--- config.mk ---
export PLATFORM = sky130hd
export DESIGN_NAME = hold_minmax_ctrl
export DESIGN_NICKNAME = d
export VERILOG_FILES = /design/src/rtl/hm_pkg.sv /design/src/rtl/hm_debounce.sv /design/src/rtl/hm_press.sv /design/src/rtl/hm_extreme.sv /design/src/rtl/hold_minmax_ctrl.sv
export SDC_FILE = /design/constraint.sdc
export NUM_CORES = 1
export LEC_CHECK = 0
export ABC_AREA = 1
export BUFFER_PORTS_ARGS = -buffer_cell sky130_fd_sc_hd__buf_2
export CORE_MARGIN = 2
export CORE_UTILIZATION = 55
export CTS_CLUSTER_SIZE = 12
export DETAILED_ROUTE_END_ITERATION = 8
export GPL_TIMING_DRIVEN = 0
export PLACE_DENSITY = 0.73
export SYNTH_ARGS = -nofsm -noshare
export SYNTH_HDL_FRONTEND = slang
export SYNTH_SLANG_ARGS = --single-unit
--- constraint.sdc ---
create_clock -name clk_i -period 1.63 [get_ports clk_i]
set_clock_uncertainty 0.1 [all_clocks]
set_input_delay 0.0815 -clock clk_i [delete_from_list [all_inputs] [get_ports clk_i]]
set_output_delay 0.0815 -clock clk_i [all_outputs]
set_load 0.02 [all_outputs]
--- src/rtl/hm_pkg.sv ---
package hm_pkg;
  typedef enum logic [1:0] {
    MD_LIVE = 2'd0,
    MD_MAX  = 2'd1,
    MD_MIN  = 2'd2
  } disp_mode_e;

  localparam int NKEYS    = 3;
  localparam int KEY_HOLD = 0;
  localparam int KEY_MM   = 1;
  localparam int KEY_CLR  = 2;
endpackage

--- src/rtl/hm_debounce.sv ---
module hm_debounce #(
  parameter int TICKS = 32000
) (
  input  logic clk_i,
  input  logic rst_ni,
  input  logic raw_i,
  output logic level_o
);
  localparam int CW = $clog2(TICKS + 1);
  localparam logic [CW-1:0] LAST = CW'(TICKS - 1);

  logic [1:0]    sync_q;
  logic [CW-1:0] cnt_q;
  logic          state_q;

  always_ff @(posedge clk_i or negedge rst_ni) begin
    if (!rst_ni) begin
      sync_q  <= '0;
      cnt_q   <= '0;
      state_q <= 1'b0;
    end else begin
      sync_q <= {sync_q[0], raw_i};
      if (sync_q[1] == state_q) begin
        cnt_q <= '0;
      end else if (cnt_q == LAST) begin
        cnt_q   <= '0;
        state_q <= sync_q[1];
      end else begin
        cnt_q <= cnt_q + 1'b1;
      end
    end
  end

  assign level_o = state_q;

  // level may only move after a full run of differing samples
  p_deb_settle_r2: assert property (@(posedge clk_i) disable iff (!rst_ni)
    !$stable(state_q) |-> ($past(cnt_q) == LAST));
endmodule

--- src/rtl/hm_press.sv ---
module hm_press #(
  parameter int MIN_TICKS  = 50000,
  parameter int LONG_TICKS = 1000000
) (
  input  logic clk_i,
  input  logic rst_ni,
  input  logic level_i,
  output logic short_o,
  output logic long_o
);
  localparam int CW = $clog2(LONG_TICKS + 1);
  localparam logic [CW-1:0] MIN_C  = CW'(MIN_TICKS);
  localparam logic [CW-1:0] LONG_C = CW'(LONG_TICKS);

  logic [CW-1:0] cnt_q;
  logic          level_q;

  always_ff @(posedge clk_i or negedge rst_ni) begin
    if (!rst_ni) begin
      cnt_q   <= '0;
      level_q <= 1'b0;
    end else begin
      level_q <= level_i;
      if (!level_i)            cnt_q <= '0;
      else if (cnt_q != LONG_C) cnt_q <= cnt_q + 1'b1;
    end
  end

  // cnt_q equals the press length at the falling edge
  assign short_o = level_q && !level_i && (cnt_q >= MIN_C) && (cnt_q < LONG_C);
  assign long_o  = level_i && (cnt_q == LONG_C - 1'b1);

  p_long_once_r7: assert property (@(posedge clk_i) disable iff (!rst_ni)
    long_o |=> !long_o);
endmodule

--- src/rtl/hm_extreme.sv ---
module hm_extreme #(
  parameter int W = 12
) (
  input  logic                clk_i,
  input  logic                rst_ni,
  input  logic                seed_i,
  input  logic signed [W-1:0] seed_val_i,
  input  logic                upd_i,
  input  logic signed [W-1:0] val_i,
  output logic signed [W-1:0] max_o,
  output logic signed [W-1:0] min_o
);
  logic signed [W-1:0] max_q, min_q;

  always_ff @(posedge clk_i or negedge rst_ni) begin
    if (!rst_ni) begin
      max_q <= '0;
      min_q <= '0;
    end else if (seed_i) begin
      max_q <= seed_val_i;
      min_q <= seed_val_i;
    end else if (upd_i) begin
      if (val_i > max_q) max_q <= val_i;
      if (val_i < min_q) min_q <= val_i;
    end
  end

  assign max_o = max_q;
  assign min_o = min_q;

  p_order_r8: assert property (@(posedge clk_i) disable iff (!rst_ni)
    max_q >= min_q);
endmodule

--- src/rtl/hold_minmax_ctrl.sv ---
module hold_minmax_ctrl
  import hm_pkg::*;
#(
  parameter int W                = 12,
  parameter int DEB_TICKS        = 32000,
  parameter int MIN_PRESS_TICKS  = 50000,
  parameter int LONG_PRESS_TICKS = 1000000
) (
  input  logic         clk_i,
  input  logic         rst_ni,
  input  logic         hold_key_i,
  input  logic         mm_key_i,
  input  logic         clr_key_i,
  input  logic         rd_valid_i,
  input  logic [W-1:0] rd_value_i,
  input  logic         rd_ovr_i,
  output logic [W-1:0] disp_value_o,
  output logic         hold_flag_o,
  output logic         max_flag_o,
  output logic         min_flag_o,
  output logic         freeze_o
);
  logic [NKEYS-1:0] raw, lvl;
  assign raw = {clr_key_i, mm_key_i, hold_key_i};

  for (genvar k = 0; k < NKEYS; k++) begin : g_deb
    hm_debounce #(.TICKS(DEB_TICKS)) u_deb (
      .clk_i(clk_i), .rst_ni(rst_ni), .raw_i(raw[k]), .level_o(lvl[k])
    );
  end

  logic hold_short, hold_long, mm_short, mm_long;

  hm_press #(.MIN_TICKS(MIN_PRESS_TICKS), .LONG_TICKS(LONG_PRESS_TICKS)) u_press_hold (
    .clk_i(clk_i), .rst_ni(rst_ni), .level_i(lvl[KEY_HOLD]),
    .short_o(hold_short), .long_o(hold_long)
  );
  hm_press #(.MIN_TICKS(MIN_PRESS_TICKS), .LONG_TICKS(LONG_PRESS_TICKS)) u_press_mm (
    .clk_i(clk_i), .rst_ni(rst_ni), .level_i(lvl[KEY_MM]),
    .short_o(mm_short), .long_o(mm_long)
  );

  disp_mode_e          mode_q;
  logic                hold_q;
  logic signed [W-1:0] live_q, disp_q, max_v, min_v, sel_v;
  logic                clr, hold_evt, seed, upd;

  assign clr      = lvl[KEY_CLR];
  assign hold_evt = hold_short || hold_long;  // a very long hold press toggles at the long mark
  assign seed     = !clr && !mm_long && mm_short && (mode_q == MD_LIVE);
  assign upd      = rd_valid_i && !rd_ovr_i && !hold_q && (mode_q != MD_LIVE) && !seed;

  hm_extreme #(.W(W)) u_ext (
    .clk_i(clk_i), .rst_ni(rst_ni), .seed_i(seed), .seed_val_i(live_q),
    .upd_i(upd), .val_i($signed(rd_value_i)), .max_o(max_v), .min_o(min_v)
  );

  always_comb begin
    unique case (mode_q)
      MD_MAX:  sel_v = max_v;
      MD_MIN:  sel_v = min_v;
      default: sel_v = live_q;
    endcase
  end

  always_ff @(posedge clk_i or negedge rst_ni) begin
    if (!rst_ni) begin
      mode_q <= MD_LIVE;
      hold_q <= 1'b0;
      live_q <= '0;
      disp_q <= '0;
    end else begin
      if (rd_valid_i && !hold_q) live_q <= $signed(rd_value_i);
      if (!hold_q) disp_q <= sel_v;
      if (clr) begin
        mode_q <= MD_LIVE;
        hold_q <= 1'b0;
      end else begin
        if (hold_evt) hold_q <= !hold_q;
        if (mm_long) mode_q <= MD_LIVE;
        else if (mm_short) mode_q <= (mode_q == MD_MAX) ? MD_MIN : MD_MAX;
      end
    end
  end

  assign disp_value_o = disp_q;
  assign hold_flag_o  = hold_q;
  assign freeze_o     = hold_q;
  assign max_flag_o   = (mode_q == MD_MAX);
  assign min_flag_o   = (mode_q == MD_MIN);

  p_flags_excl_r12: assert property (@(posedge clk_i) disable iff (!rst_ni)
    $onehot0({max_flag_o, min_flag_o}));
  p_frozen_disp_r10: assert property (@(posedge clk_i) disable iff (!rst_ni)
    $past(freeze_o) |-> $stable(disp_value_o));
  p_clear_r11: assert property (@(posedge clk_i) disable iff (!rst_ni)
    clr |=> (!max_flag_o && !min_flag_o && !hold_flag_o));
  p_long_exit_r7: assert property (@(posedge clk_i) disable iff (!rst_ni)
    (mm_long && !clr) |=> (mode_q == MD_LIVE));
  p_enter_max_r5: assert property (@(posedge clk_i) disable iff (!rst_ni)
    seed |=> (max_flag_o && (max_v == $past(live_q)) && (min_v == $past(live_q))));
  p_ovr_ignored_r9: assert property (@(posedge clk_i) disable iff (!rst_ni)
    (rd_valid_i && rd_ovr_i && !seed) |=> ($stable(max_v) && $stable(min_v)));
endmodule

After elaboration in Yosys (flattened, before gate mapping). Cells that the tools add are included. Widths: inputs -> output; s select.

Memories kept: 0. Bits in read-only memories: 0. Input port bits: 19. Register bits after elaboration: 147. Word-level logic and storage cells: 106. Latch bits: 0. RAM bits: 0.

Reduce and logical (&&, ||, !) cells: 36. Shift-type cells: 0. Order comparisons: 6. Equal/unequal tests: 14. Muxes and demuxes: 23. Divide/modulo/power cells: 0. Add/sub/neg operators: 5. Multipliers: 0. Bitwise gates (word level): 3.

Operators with widths (number): $mux 15 (6); $mux 20 (4); $mux 12 (6); $add 15x1->15 const B (3); $eq 15x15->1 const B (3); $add 20x1->20 const B (2); $eq 20x20->1 const B (2); $ge 20x16->1 const B (2); $lt 20x20->1 const B (2); $ne 20x20->1 const B (2); $pmux 12 s2 (1); $logic_and 1x1->1 (16); $gt 12x12->1 (1); $lt 12x12->1 (1); $reduce_and 2->1 (5); $reduce_bool 2->1 (5); $mux 2 (4); $logic_not 1->1 (7); $ne 2x1->1 const B (2); $eq 1x1->1 (3); $not 1->1 (3); $reduce_bool 3->1 (1); $eq 2x1->1 const B (1); $eq 2x2->1 const B (1); other kinds (3) (4).

Depth between registers and ports, before layout. Gate-level depths: netlist of the first run.

Depth in word-level cells: 10. Depth in mapped cells: 15.

Cells and area by module. A second synthesis of the first run with hierarchy kept.

Cell total of the unflattened synthesis: 1174. Area total of the unflattened synthesis: 8703.3 sq um.

Modules (own cells, without submodules): hm_debounce (times used 3, cells an instance 111, area an instance 913.4 sq um); hm_press (times used 2, cells an instance 189, area an instance 1333.8 sq um); hm_extreme (times used 1, cells an instance 268, area an instance 1856.8 sq um); hold_minmax_ctrl (times used 1, cells an instance 195, area an instance 1438.9 sq um).

Worst setup path after synthesis of the first run. Ideal clock, no wire load.

Path kind: register to register. From: reg u_ext.min_q[11] (netlist: u_ext.min_o[11]). To: reg u_ext.min_q[11] (netlist: u_ext.min_o[11]). Setup time: 0.117 ns. Cell stages (with the launch flop): 15. Buffers on the path: 1. Setup slack: -0.179 ns. Period minus slack after synthesis: 1.809 ns. Arrival time: 1.591 ns. Path through: dfrtp_1 > inv_1 > ha_1 > nand2_1 > nor2_1 > nand2_1 > nor2_1 > nand2_1 > nand3_1 > nand3_1 > nand2_4 > inv_4 > buf_12 > nand2_2 > nand2_1.

Cells in the longest elaborated chain, start to end: 3.

RTL lines: start, declared (line hm_extreme.sv:13) `logic signed [W-1:0] max_q, min_q;`; start signal, assigned (line hm_extreme.sv:21) `min_q <= seed_val_i;`; start signal, assigned (line hm_extreme.sv:24) `if (val_i < min_q) min_q <= val_i;`; $lt 12x12->1 (line hm_extreme.sv:24); $reduce_bool 2->1 (no line); $reduce_and 2->1 (no line).

Every way passes these cells. A chain may end at the register's enable or synchronous reset.

Worst setup path after layout of the first run.
From: reg u_ext.max_q[1] (netlist: u_ext.max_o[1]). To: reg u_ext.max_q[4] (netlist: u_ext.max_o[4]).

Cells in the longest elaborated chain, start to end: 3.

RTL lines: start, declared (line hm_extreme.sv:13); start signal, assigned (line hm_extreme.sv:20) `max_q <= seed_val_i;`; start signal, assigned (line hm_extreme.sv:23) `if (val_i > max_q) max_q <= val_i;`; $gt 12x12->1 (line hm_extreme.sv:23); $reduce_bool 2->1 (no line); $reduce_and 2->1 (no line).

Every way passes these cells.

==> run summary, run 1 <==
The die is 125 um wide. The final critical-path setup slack came out at -505 ps. The CTS tree is yes. The max-capacitance violation count is 0. The capture instance of the worst register-to-register path is u_ext.max_o[4].

The detailed-route DRC error count is 0. In the global route stage, overall resource usage came out at 0.282. The final layout contains routed wiring with a total length of approximately 24000 um.

In the final layout, the share of cells above drive strength 1 is 0.415. The final weighted congestion in routability-driven placement is 0.843. The area fraction in compound gates after synthesis came to 0.0962.

The via count of the first global-routing pass is 7577. The internal power contribution came out at between 6 and 7 mW. The count of non-filler cells in the finished layout is 1393.

In the final routed layout, each cell accounts on average for approximately 17 um. The area share of the largest cell type after synthesis is 0.454. Sorting the synthesized cells by how often they occur yields sky130_fd_sc_hd__nand2_1 (222), sky130_fd_sc_hd__dfrtp_1 (147), sky130_fd_sc_hd__inv_1 (147). The utilization of the core after routing is 0.805.

The power density normalized to cell area is 722 nW/um^2. The setup slack of the most critical reg-to-reg path came out at -510 ps. The arrival time of the worst setup path came out at 2350 ps. TritonCTS created 17 clock buffers. The remaining antenna violation count after routing came out at 0.

The async set or reset register ratio after synthesis came out at 1.00. 35 I/O pins were placed. The number of instances in the placed design came out at 1229. The endpoint type of the worst setup path is a register. The leakage power total is 5.52 nW. STA classifies the critical path startpoint as a register.

Of the total synthesized cell area, the portion taken by XOR and XNOR cells is 0.0184. The net count of the finished layout is 1250. In this run the vertical extent of the chip is 125 um. Of the total synthesized cell area, the portion taken by AND, OR, NAND and NOR gates is 0.280. The floorplan step defined a die boundary enclosing 15700 sq um. The switching share of power is 0.238. After synthesis, the mean cell area works out to ~8 sq um. The most common cell in the synthesized netlist is sky130_fd_sc_hd__nand2_1.

The fmax is 468 MHz. The wire length of the first global-routing pass came out at around 36000 um. At the pin with the least slew margin, the transition time is approximately 690 ps.

The worst hold path class is in2async. The logic depth of the worst register-to-register path is 14. The class of the most critical setup path is reg2reg. The final reports fail on negative setup slack. In this run the tool buffered the top-level ports with 34 buffer cells. The detailed router's first-iteration violation count is approximately 640.

The area of the core region is approximately 14000 sq um. The number of search-and-repair iterations in the first detailed-routing pass came out at 6. The adder and majority gate portion of the synthesized area came out at 0.0510. The family with the most delay on the worst path is simple AND/OR/NAND/NOR gates.

The count of endpoints failing setup in the final report is 56. The total overflow left after global routing is 0. Detailed placement ended at an HPWL of 12300 um. The final route contains roughly 7900 vias. The sequential element share of the synthesized area is 0.454. The final critical path time including I/O delays and setup is 2140 ps. The portion of netlist area occupied by mux cells came out at 0.00417. The source of the worst register-to-register timing path is u_ext.max_o[1].

In the synthesized netlist the dominant register cell turns out to be sky130_fd_sc_hd__dfrtp_1. The synthesized design contains 0 enable-type register cells. In the post-synthesis netlist, the biggest area contributors are sky130_fd_sc_hd__dfrtp_1 (45%), sky130_fd_sc_hd__nand2_1 (10%), sky130_fd_sc_hd__inv_1 (6.8%). The maximum fanout encountered on the critical timing path is 10.

sky130_fd_sc_hd__dfrtp_1 takes more of the synthesized area than any other cell. The CTS clock-pin slew for the worst setup and hold paths came out at 60 ps. The flow ran to the end, but the final reports show violations. The critical path contains buffers and inverters numbering 4 combined.

Synthesis handed over a netlist of between 1000 and 1500 instances. The cell with the biggest individual delay on the critical path is sky130_fd_sc_hd__dfrtp_1. For this configuration, the core starts out at a cell density of 0.559. The hold violation count in the final report is 0. The count of pins over their slew limit was 0. The maximum root-to-sink buffer count came out at 2. The maximum level of the CTS H-tree came out at 4. The maximum ir drop on the vdd rail is between 0.8 and 0.9 mV. The number of storage elements in the synthesis netlist came out at 147. The switching power is ~2 mW.

The synthesized cell area came out at between 8000 and 9000 sq um. The post-layout total power is 8.42 mW. Setup repair after global routing could not meet its margin everywhere. The unique cell type count in the Yosys netlist is 48. The clock network fraction of design power is 0.472.

In this run the clock root is driven by a sky130_fd_sc_hd__clkbuf_16. The final antenna diode count came out at 0. Synthesis produced a netlist with a net count of 1062.

The endpoint required time on the critical path is 1850 ps. The sequential share of power came out at 0.450. The fill cell instance count of the final layout came out at 769. In the finished design, the share of the clock period the worst path needs comes to 1.31.

After detailed routing, the number of vias per cell comes to 5.65. During synthesis, Yosys emitted a total of 0 warnings. The initial antenna violation count is 0.

The clock insertion delay at the later pin of the skew report came out at 430 ps. The TritonCTS sink count came out at 147. The area overhead of the layout relative to synthesis is 44.0%. The placement row count came out at 44.

Walking the worst path, the cells encountered are inv_2 > ha_4 > inv_2 > o21bai_1 > nand2_1 > nand2_2 > nand2_4 > nand4_1 > nand3_2 > nand2_4 > inv_4 > buf_12 > nand2_2 > nand2_1. Of the total power, combinational logic draws 0.079. After synthesis, the largest family of logic cells by area is simple AND/OR/NAND/NOR gates. Entering global routing, the biggest net connects 76 pins. The maximum single-stage delay on the critical path came out at 360 ps. Headroom to the max-slew limit came out at 0.538.
-- power groups by stage --
| stage | Combinational, mW | Clock (mW) | Sequential (mW) |
|---|---|---|---|
| floorplan | 0.211 | 0 | 3.87 |
| global placement | 0.426 | 0 | 3.84 |
| detailed placement | 0.443 | 0 | 3.84 |
| CTS | 0.567 | 3.97 | 3.78 |
| global route | 0.730 | 4.14 | 3.79 |
| finish | 0.663 | 3.97 | 3.79 |
-- cell type report --
| cell class | instances | area (sq um) | share of cell area |
|---|---|---|---|
| repair buffers | 169 | 1420 | 0.121 |
| plain buffers | 23 | 234 | 0.0201 |
| well taps | 184 | 230 | 0.0197 |
| flip-flops and latches | 147 | 3680 | 0.316 |
| inverters | 160 | 632 | 0.0542 |
| clock buffers | 21 | 450 | 0.0386 |
| multi-input cells | 680 | 4880 | 0.419 |
| clock inverters | 9 | 131 | 0.0113 |
-- repair_timing --
| item | in CTS | in global routing |
|---|---|---|
| hold buffers | 17 | 0 |
| gates resized for setup | 166 | 197 |
| setup endpoints to repair | 105 | 104 |
| cloned | 3 | 1 |
| endpoints found under the hold margin | 98 | 0 |
| setup buffers | 74 | 45 |
| pin swaps | 70 | 106 |
-- registers in the layout, indices dropped and copies added (netlist names) --
signal	count
u_press_mm.cnt_q	20
mode_q	2
u_press_hold.level_q	1
u_press_mm.level_q	1
live_q	12
g_deb.u_deb.cnt_q	45
u_ext.max_o	12
u_ext.min_o	12
g_deb.u_deb.sync_q	6
freeze_o	1
u_press_hold.cnt_q	20
disp_value_o	12
g_deb.u_deb.level_o	3
-- worst reg2reg max path, delay by kind of cell, from the launching register on --
family / cells / cell delay (ps)
AO/OA/AOI/OAI: 1 / 200
adder cells (fa/ha/maj): 1 / 270
buffers and inverters: 4 / 290
flip-flops: 1 / 360
AND/OR/NAND/NOR: 8 / 810
-- how the worst max path moves through the flow --
stage	to	depth (start not counted)	startpoint
finish	u_ext.max_o[4]	14	u_ext.max_o[1]
global route	u_ext.max_o[4]	11	mode_q[0]
global placement	g_deb[0].u_deb.cnt_q[12]	1	rst_ni
CTS	u_ext.min_o[11]	13	u_ext.min_o[7]
detailed placement	disp_value_o[3]	7	mode_q[1]
floorplan	u_ext.min_o[11]	13	u_ext.min_o[7]
-- layer usage --
layer / GRT usage / wire [um] / up-vias
met5: 0 / 0 / -
met4: 0.127 / 1010 / 0
met3: 0.0616 / 1560 / 111
met2: 0.470 / 12400 / 351
met1: 0.353 / 9360 / 3759
li1: - / - / 3652
-- logic make-up after synthesis --
kind of cell               Yosys count
buffers and inverters              183
adders and majority gates           33
AOI/OAI and AO/OA                  144
DFF                                147
and+or+nand+nor                    483
muxes                                3
xor gates and xnor gates            17
-- per-stage QoR --
stage	hold WS [ps]	setup TNS (ps)	area [sq um]	worst slack [ps]
after floorplan	-314	-2840	8160	-141
after global placement	89.9	-280180	8560	-1800
after detailed placement	57.4	-20580	8600	-442
after CTS	171	-8230	10600	-309
after global routing	193	-20030	11700	-570
final	150	-14520	11700	-505
-- cell usage in the layout, fill, tap and decap left out, types with 5 or more instances in the layout --
cell,synthesis,layout
sky130_fd_sc_hd__a21oi_1,58,46
sky130_fd_sc_hd__a21oi_2,1,11
sky130_fd_sc_hd__buf_2,2,36
sky130_fd_sc_hd__buf_4,2,92
sky130_fd_sc_hd__buf_6,4,26
sky130_fd_sc_hd__buf_8,1,5
sky130_fd_sc_hd__clkbuf_16,0,18
sky130_fd_sc_hd__clkbuf_2,0,5
sky130_fd_sc_hd__dfrtp_1,147,142
sky130_fd_sc_hd__dfrtp_2,0,5
sky130_fd_sc_hd__dlygate4sd3_1,0,17
sky130_fd_sc_hd__ha_1,33,7
sky130_fd_sc_hd__ha_4,0,22
sky130_fd_sc_hd__inv_1,147,113
sky130_fd_sc_hd__inv_2,9,36
sky130_fd_sc_hd__inv_4,2,6
sky130_fd_sc_hd__nand2_1,222,166
sky130_fd_sc_hd__nand2_2,28,66
sky130_fd_sc_hd__nand2_4,3,21
sky130_fd_sc_hd__nand3_1,70,41
sky130_fd_sc_hd__nand3_2,9,26
sky130_fd_sc_hd__nand3_4,0,12
sky130_fd_sc_hd__nand4_1,11,11
sky130_fd_sc_hd__nor2_1,78,54
sky130_fd_sc_hd__nor2_2,11,15
sky130_fd_sc_hd__nor2_4,4,24
sky130_fd_sc_hd__nor3_1,22,10
sky130_fd_sc_hd__nor3_2,2,8
sky130_fd_sc_hd__nor3_4,0,6
sky130_fd_sc_hd__nor4_4,0,5
sky130_fd_sc_hd__o21ai_0,57,32
sky130_fd_sc_hd__o21ai_1,4,19
sky130_fd_sc_hd__o21ai_2,0,10
sky130_fd_sc_hd__o22ai_1,11,11
sky130_fd_sc_hd__xnor2_1,5,5
sky130_fd_sc_hd__xor2_1,12,12
(Power assumes the default switching activity.)
==> inputs of run 2 (changes only) <==
--- a/config.mk
+++ b/config.mk
@@ -6,7 +6,7 @@
 export NUM_CORES = 1
 export LEC_CHECK = 0
 export ABC_AREA = 1
-export BUFFER_PORTS_ARGS = -buffer_cell sky130_fd_sc_hd__buf_2
+export BUFFER_PORTS_ARGS = -buffer_cell sky130_fd_sc_hd__buf_4
 export CORE_MARGIN = 2
 export CORE_UTILIZATION = 55
 export CTS_CLUSTER_SIZE = 12
==> run 2 against run 1 <==
The run still ends with negative setup slack left. Non-clock buffer count decreased by 11. Sequential share of layout area decreased by 0.23 points. Utilization increased by 0.61 points. First-iteration DRC count decreased by 16%. Clock power increased by 3%. Via count decreased by 1.2%. Combinational power about the same. Flip-flop and latch count unchanged. Setup slack got worse by 16 ps. Largest cell class unchanged. Largest power group unchanged.
==> run summary, run 2 (synthesis results as in run 1) <==
The maximum single-stage delay on the critical path came to 390 ps (+30 ps). The average via count per standard cell came out at 5.62 (-0.59%). The fraction of layout cells with a size suffix above 1 is 0.425 (+0.00978). The worst slew margin relative to its limit came out at 0.567 (+0.0288). The register containing the most flip-flops in the final layout is g_deb.u_deb.cnt_q. The maximum ir drop on the vdd rail is 0.700 mV (-14%).

The width of the chip came out at 125 um (unchanged). The fmax is 465 MHz (-0.72%). STA classifies the critical path endpoint as a register. The critical path goes through inv_2 > ha_4 > nand2_1 > nand2_1 > nand2_1 > nand2_1 > a21oi_2 > nand2_1 > nand2_1 > nand3_2 > nand2_4 > inv_6 > buf_12 > nand2_4 > nand2_2. The top cell types in the final layout, fill and taps aside, are sky130_fd_sc_hd__nand2_1 (159), sky130_fd_sc_hd__dfrtp_1 (141), sky130_fd_sc_hd__buf_4 (115). The port buffer count came out at 34 (unchanged).

The worst setup path is launched from a register. Setup repair after global routing could not meet its margin everywhere. The fraction of met3 tracks used by global routing is 0.0496 (-0.0120). The detailed-route DRC error count was 0 (unchanged).

The final critical path time including I/O delays and setup was 2150 ps (+15.5 ps). The via count of the first global-routing pass is 7225 (-4.6%). The remaining global-route overflow came out at 0 (unchanged). The final reports fail on negative setup slack.

The path class of the tightest hold or removal check is in2async. The CTS clock-pin slew for the worst setup and hold paths came out at 60 ps (about the same). The total track usage came out at 0.273 (-0.00870).

The final weighted congestion in routability-driven placement came to 0.880 (+4.4%). The arrival time of the worst setup path came to 2370 ps (+20 ps). The source of the worst register-to-register timing path is u_ext.min_o[5].

The met2 track demand over resource in global routing came out at 0.462 (-0.00799). The global-route track usage on met1 came out at 0.343 (-0.00933). The starting utilization of the core area is 0.559 (unchanged). The maximum fanout encountered on the critical timing path is 5 (-5). The cell area after placement is 8680 sq um (+0.96%). The clock insertion delay at the later pin of the skew report is 440 ps (about the same). The setup slack of the most critical reg-to-reg path came out at -520 ps (-20 ps). The routed via count is 7776 (-1.2%). The estimated wirelength of the detail-placed design came to 12100 um (-1.0%). The wire length of the first global-routing pass was 34500 um (-3.1%).

The largest registers in the layout are g_deb.u_deb.cnt_q: 45 flops, u_press_hold.cnt_q: 20 flops, u_press_mm.cnt_q: 20 flops. From synthesis to final layout, the design area changed by 45.1%. The power density normalized to cell area is 725 nW/um^2 (+0.36%). The area of the core region was 14500 sq um (unchanged). By instance count, the cell type seen most on the critical path is sky130_fd_sc_hd__nand2_1. The final critical-path setup slack came to -521 ps (-15.5 ps). The run finished, with violations left. TritonCTS built the clock tree. The utilization of the core after routing came out at 0.811 (+0.00614).

The count of pins over their slew limit came out at 0 (unchanged). The placement row count is 44 (unchanged). The count of endpoints failing setup in the final report was 55 (-1.8%). The transition time at the pin with the least slew margin came out at 649 ps (-43.2 ps). The endpoint required time on the critical path is 1850 ps (about the same). The overall die area is 15700 sq um (unchanged). The final net count came to 1239 (-0.88%). The max-capacitance violation count came to 0 (unchanged). The number of instances in the placed design is 1229 (unchanged). The maximum root-to-sink buffer count came out at 2 (unchanged).

For this design, the slowest cell found on the critical path is sky130_fd_sc_hd__dfrtp_1. The maximum level of the CTS H-tree came out at 4 (unchanged). The detailed router's first-iteration violation count came out at 539 (-16%). The library cell used most frequently in the layout, excluding fill and tap cells, is sky130_fd_sc_hd__nand2_1.

The leakage power total is 5.54 nW (+0.46%). The worst register-to-register path ends at u_ext.min_o[11]. The number of search-and-repair iterations in the first detailed-routing pass is 7 (+1). The hold violation count in the final report is 0 (unchanged). The final clock period utilization by the worst path was 1.32 (+0.00953).

The TritonCTS sink count is 147 (unchanged). The tree is rooted in a sky130_fd_sc_hd__clkbuf_16. The number of flip-flops under the largest register name is 45 (unchanged). The fill cell instance count of the final layout came out at 794 (+3.3%). The setup path with the least slack is of type reg2reg.

The vertical extent of the die is 125 um (unchanged). The count of pins on the block boundary is 35 (unchanged). The initial antenna violation count is 0 (unchanged). The mean routed wirelength per cell is 17.3 um (-0.95%). The maximum number of pins on one net before global-route repair is 100 (+32%). The count of non-filler cells in the finished layout is 1384 (-0.65%). The wire length after detailed routing is 24000 um (-1.6%). The total clock buffers created by CTS is 17 (unchanged). The final antenna diode count is 0 (unchanged). After global routing, the most crowded layer is met2. The logic depth of the worst register-to-register path is 15 (+1).

The total non-filler cell area in the finished layout came to 11700 sq um (+0.76%). The remaining antenna violation count after routing is 0 (unchanged).
-- run 2: worst max-delay path by stage --
stage	endpoint	depth (start not counted)	start
after floorplan	u_ext.min_o[11]	13	u_ext.min_o[7]
after global placement	disp_value_o[3]	7	mode_q[1]
after detailed placement	disp_value_o[3]	7	mode_q[1]
after CTS	u_ext.max_o[6]	13	u_press_mm.cnt_q[14]
after global routing	u_ext.min_o[4]	15	u_ext.min_o[6]
final	u_ext.min_o[11]	15	u_ext.min_o[5]
-- run 2: critical path, delay by kind of cell, from the launching register on --
family | cells | cell delay, ps
flops | 1 | 390
compound gates | 1 | 220
fa+ha+maj | 1 | 200
buf+inv | 3 | 300
simple gates | 10 | 820
-- run 2: power by group --
| part | total (mW) | switching [mW] | internal, mW |
|---|---|---|---|
| sequential | 3.78 | 0.0561 | 3.73 |
| combinational | 0.662 | 0.391 | 0.271 |
| clock | 4.07 | 1.58 | 2.49 |
| total | 8.52 | 2.03 | 6.49 |
-- run 2: per-layer routing --
layer | wire length [um] | vias to the layer above | part of all wire
met5 | 0 | - | 0
met4 | 1030 | 0 | 0.043
met3 | 1470 | 106 | 0.061
met2 | 11900 | 320 | 0.50
met1 | 9580 | 3737 | 0.40
li1 | - | 3613 | -
-- run 2: cell type report --
type,instances,area [sq um],share of cell area
plain buffers,23,238,0.0202
clock buffers,20,457,0.0389
clock inverters,12,154,0.0131
inverters,160,632,0.0538
multi-input cells,680,4910,0.418
flip-flops and latches,147,3690,0.314
well taps,184,230,0.0196
repair buffers,158,1440,0.123
-- run 2: timing repair --
| item | CTS | global route |
|---|---|---|
| cloned | 3 | 3 |
| setup endpoints to repair | 105 | 105 |
| gates resized for setup | 169 | 216 |
| hold buffers | 17 | 0 |
| pin swaps | 71 | 90 |
| endpoints found under the hold margin | 88 | 0 |
| setup buffers | 62 | 44 |
-- run 2: per-stage QoR --
stage	TNS [ps]	total power, mW	hold WS, ps	worst slack [ps]
finish	-14820	8.52	59.4	-521
CTS	-8640	8.45	74.9	-298
global route	-21450	8.80	99.9	-599
floorplan	-2840	4.08	-314	-141
detailed placement	-20180	4.31	-33.3	-462
global placement	-65360	4.29	91.2	-435
